===== src/rtl/gap_pause_ctrl.sv =====
module gap_pause_ctrl #(
  parameter int CNT_W = 16
) (
  input  logic             clk,
  input  logic             rst_n,
  input  logic             start,
  input  logic             dir_read,
  input  logic             bus_4bit,
  input  logic             stop_req,
  input  logic             cont_set,
  input  logic             rw_en,
  input  logic             gap_irq_en,
  input  logic             blk_end,
  input  logic [CNT_W-1:0] blk_remain,
  input  logic             data_wr,
  output logic             run,
  output logic             busy,
  output logic             clk_en,
  output logic             read_wait_drv,
  output logic             irq_window,
  output logic             xfer_done,
  output logic             cont_bit,
  output logic             wr_accept
);
  typedef enum logic [2:0] {ST_IDLE, ST_XFER, ST_GAP, ST_RDWAIT, ST_DONE} st_t;

  st_t  st, st_nx;
  logic dir_q, gap_q, cont_q;

  wire last_blk = blk_remain <= CNT_W'(1);
  wire paused   = (st == ST_GAP) || (st == ST_RDWAIT);
  wire resume   = paused && cont_q && !stop_req;
  wire mid_gap  = (st == ST_XFER) && blk_end && !last_blk;

  always_comb begin
    st_nx = st;
    case (st)
      ST_IDLE:   if (start) st_nx = ST_XFER;
      ST_XFER:   if (blk_end) begin
                   if (last_blk)      st_nx = ST_DONE;
                   else if (stop_req) st_nx = (dir_q && rw_en) ? ST_RDWAIT : ST_GAP;
                 end
      ST_GAP,
      ST_RDWAIT: if (resume) st_nx = ST_XFER;
      ST_DONE:   st_nx = ST_IDLE;
      default:   st_nx = ST_IDLE;
    endcase
  end

  always_ff @(posedge clk) begin
    if (!rst_n) begin
      st     <= ST_IDLE;
      dir_q  <= 1'b0;
      gap_q  <= 1'b0;
      cont_q <= 1'b0;
    end else begin
      st    <= st_nx;
      gap_q <= mid_gap;
      if (st == ST_IDLE && start) dir_q <= dir_read;
      if (cont_set)    cont_q <= 1'b1;
      else if (resume) cont_q <= 1'b0;
    end
  end

  assign run           = st == ST_XFER;
  assign busy          = (st == ST_XFER) || (st == ST_DONE);
  assign clk_en        = !((st == ST_GAP) && dir_q);
  assign read_wait_drv = st == ST_RDWAIT;
  assign irq_window    = gap_irq_en && bus_4bit && (gap_q || paused);
  assign xfer_done     = st == ST_DONE;
  assign cont_bit      = cont_q;
  assign wr_accept     = data_wr && !stop_req;
endmodule



===== config.mk =====
export PLATFORM = sky130hd
export DESIGN_NAME = gap_pause_ctrl
export DESIGN_NICKNAME = d
export VERILOG_FILES = /design/src/rtl/gap_pause_ctrl.sv
export SDC_FILE = /design/constraint.sdc
export NUM_CORES = 1
export LEC_CHECK = 0
export CORE_AREA = 2 2 39 41
export DETAILED_ROUTE_END_ITERATION = 8
export DIE_AREA = 0 0 41 43
export DONT_BUFFER_PORTS = 1
export GPL_TIMING_DRIVEN = 0
export PLACE_DENSITY = 0.39
export SYNTH_ARGS = -nofsm -noshare
export SYNTH_HDL_FRONTEND = slang
export SYNTH_SLANG_ARGS = --single-unit

===== constraint.sdc =====
create_clock -name clk -period 1.5 [get_ports clk]
set_input_delay 0.075 -clock clk [delete_from_list [all_inputs] [get_ports clk]]
set_output_delay 0.075 -clock clk [all_outputs]
set_load 0.01 [all_outputs]

==> results.py <==
metrics = {
    "drt": {
        "drtIter0Drc": 8,
        "ant_nets": 0,
        "firstDrtPassIters": 4,
        "num_vias": 378,
        "vias_per_cell": 5.727,
        "drt_wl_total_microns": 975,
        "wire_per_inst_microns": 14.77,
        "drc_errors": 0,
    },
    "timing": {
        "tightest_slew_ps": 319.4,
        "clock_skew_ps": 2.966,
        "min_period_over_period_pct": 93.00,
        "slew_headroom_pct": 78.51,
        "fin_crit_ps": 1395,
        "finalMaxSlewViolations": 0,
        "hold_viol_final": 0,
        "fmax_ghz": 0.7169,
        "worst_slack_ps": 105.0,
        "tns_ps": 0,
        "finalSetupViolCount": 0,
        "rsz0062_at_grt": "no",
        "holdWs_ps": 4.048,
    },
    "finish": {
        "fin_nets": 79,
        "fillers": 145,
        "post-route-util_pct": 32.64,
        "drive_gt1_share_pct": 18.00,
        "syn_to_final_growth_pct": 20.74,
        "antennaDiodeCount": 0,
    },
    "critical_path": {
        "rrSetupSlack_ps": 240,
        "critPathArrivalTime_ps": 1320,
        "crit_required_ps": 1420,
        "crit_fanout": 7,
        "start_kind": "flip-flop",
        "criticalPathCategory": "flip-flop to output pin",
        "rr_endpoint": "st[1]",
        "end_kind": "output pin",
        "r2r_start": "st[0]",
        "reg2reg_depth": 4,
    },
    "global_routing": {
        "grt_pass1_wl_mm": 1.400,
        "overflow": 0,
        "first_global_vias": 346,
        "antenna_found_initial": 0,
        "grt_start_max_net_pins": 8,
        "gr-usage-all-layers_pct": 12.24,
    },
    "outcome": {
        "outcome": "finished clean",
    },
    "power_and_ir_drop": {
        "switchingPower_w": 0.0001518,
        "p_sw_share_pct": 31.52,
        "intPower_w": 0.0003299,
        "combPwrFrac_pct": 26.7,
        "ir_drop_mv": 0.5326,
        "p_clk_share_pct": 31.1,
        "pwr-share-seq_pct": 42.2,
        "power.density_nw_per_um2": 1066,
        "leakage_nw": 0.1738,
    },
    "floorplanning": {
        "die_h_microns": 43,
        "die_x_microns": 41,
        "rows": 14,
        "io_pins": 35,
        "start_util_pct": 27.03,
        "core_sq_um": 1384,
        "fp.dieArea_sq_um": 1763,
    },
    "logic_synthesis": {
        "async_flop_share_pct": 0,
        "synth_most_common_cell": "dfxtp_1",
        "syn_nets": 71,
        "synth.cells.most_frequent": "dfxtp_1, nand2_1, nor2b_1",
        "syn_inst": 44,
        "ys_types": 24,
        "synth_top_area_share_pct": 32.11,
        "synth_flop_cell": "dfxtp_1",
        "synth_area_sq_um": 374.1,
        "synth-seq-cells": 6,
        "synth_edf_count": 0,
        "synth_seq_area_share_pct": 32.11,
        "yosysTopAreaCell": "dfxtp_1",
        "yosys_warnings": 0,
        "syn-mean-instance-area_sq_um": 8.502,
        "synthTopCellsByArea": "dfxtp_1, nor2b_1, mux2i_1",
    },
    "worst_hold_path": {
        "worstHoldPathType": "input pin to flip-flop",
        "hold_depth": 2,
        "min_from": "dir_read",
        "hold_end": "dir_q",
    },
    "clock_network": {
        "clk_latency_ps": 240,
        "h-tree-depth": 1,
        "cts_buffers": 3,
        "clock_sinks": 6,
        "clock_path_buffers": 2,
        "cts_tree": "yes",
        "cts_root_buf": "clkbuf_4",
        "cts.clk_slew.worst_paths_ps": 50,
        "cts_setup_buffers": 0,
    },
    "job": {
        "drv_cap": 0,
    },
    "place": {
        "dpl.hpwl_microns": 760.5,
        "dp_slack_ps": 265.5,
        "gp_congestion": 0.7352,
        "io_buffers": 0,
    },
}
power groups by stage:
stage / clock network (W) / registers, W / logic, W
6_report: 0.000150 / 0.000203 / 0.000129
5_1_grt: 0.000167 / 0.000207 / 0.000144
4_1_cts: 0.000157 / 0.000202 / 0.000130
3_5_place_dp: 0 / 0.000205 / 0.000122
3_3_place_gp: 0 / 0.000204 / 0.000121
2_1_floorplan: 0 / 0.000198 / 0.000107
critical path, stage by stage, from the launching register on:
cell and delay (ps):
dfxtp_1 460, nand2b_1 150, nor2_2 270, or2_1 200
registers in the layout, summed over array words and instances (netlist names):
signal,count
st,3
cont_bit,1
dir_q,1
gap_q,1
what timing repair did:
item                                    in CTS  in global routing
endpoints found under the hold margin        6                  0
endpoints found under the setup margin       0                  1
resized for setup                            0                  1
hold buffers                                 3                  0
kinds of logic after synthesis:
family,share of synthesized area [%]
buffers and inverters,2.007
multiplexers,5.351
AND/OR/NAND/NOR,43.14
flip-flops,32.11
AO/OA/AOI/OAI,17.39
through the flow:
stage | area (sq um) | total power [W] | instances
finish | 451.7 | 0.0004817 | 66
global route | 451.7 | 0.0005178 | 66
CTS | 446.7 | 0.0004896 | 66
detailed placement | 394.1 | 0.0003273 | 60
global placement | 394.1 | 0.0003243 | 60
floorplan | 374.1 | 0.0003047 | 44
worst max-delay path by stage:
stage	slack [ps]	end	startpoint
floorplan	420	st[1]	st[0]
global placement	290	st[0]	st[0]
detailed placement	270	st[1]	st[0]
CTS	50	busy	st[2]
global route	20	busy	st[0]
finish	110	busy	st[0]
metal layers:
metal,vias to the layer above,share of wire [%],global-route usage (%)
met2,35,45,17.50
met3,0,20,9.948
li1,177,-,-
met1,166,34,13.14
met4,0,0,4.000
met5,-,0,0
layout make-up:
| cell class | count | area (sq um) | area share, % |
|---|---|---|---|
| clock buffers | 3 | 22.52 | 4.986 |
| well taps | 16 | 20.02 | 4.432 |
| multi-input cells | 36 | 251.5 | 55.68 |
| flip-flops and latches | 6 | 120.1 | 26.59 |
| inverters | 2 | 7.507 | 1.662 |
| repair buffers | 3 | 30.03 | 6.648 |
placed cells by master, fill, tap and decap left out, types with 2 or more instances in the layout:
| cell type | netlist | final |
|---|---|---|
| dfxtp_1 | 6 | 6 |
| nor2b_1 | 4 | 4 |
| nand2_1 | 4 | 4 |
| nor4_1 | 3 | 3 |
| clkbuf_4 | 0 | 3 |
| dlygate4sd3_1 | 0 | 3 |
| nand2b_1 | 2 | 2 |
| inv_1 | 2 | 2 |
| mux2i_1 | 2 | 2 |
| nor3_1 | 3 | 2 |
| a21oi_1 | 2 | 2 |
| nand3_1 | 2 | 2 |
Power figures use the tool's default switching activity.
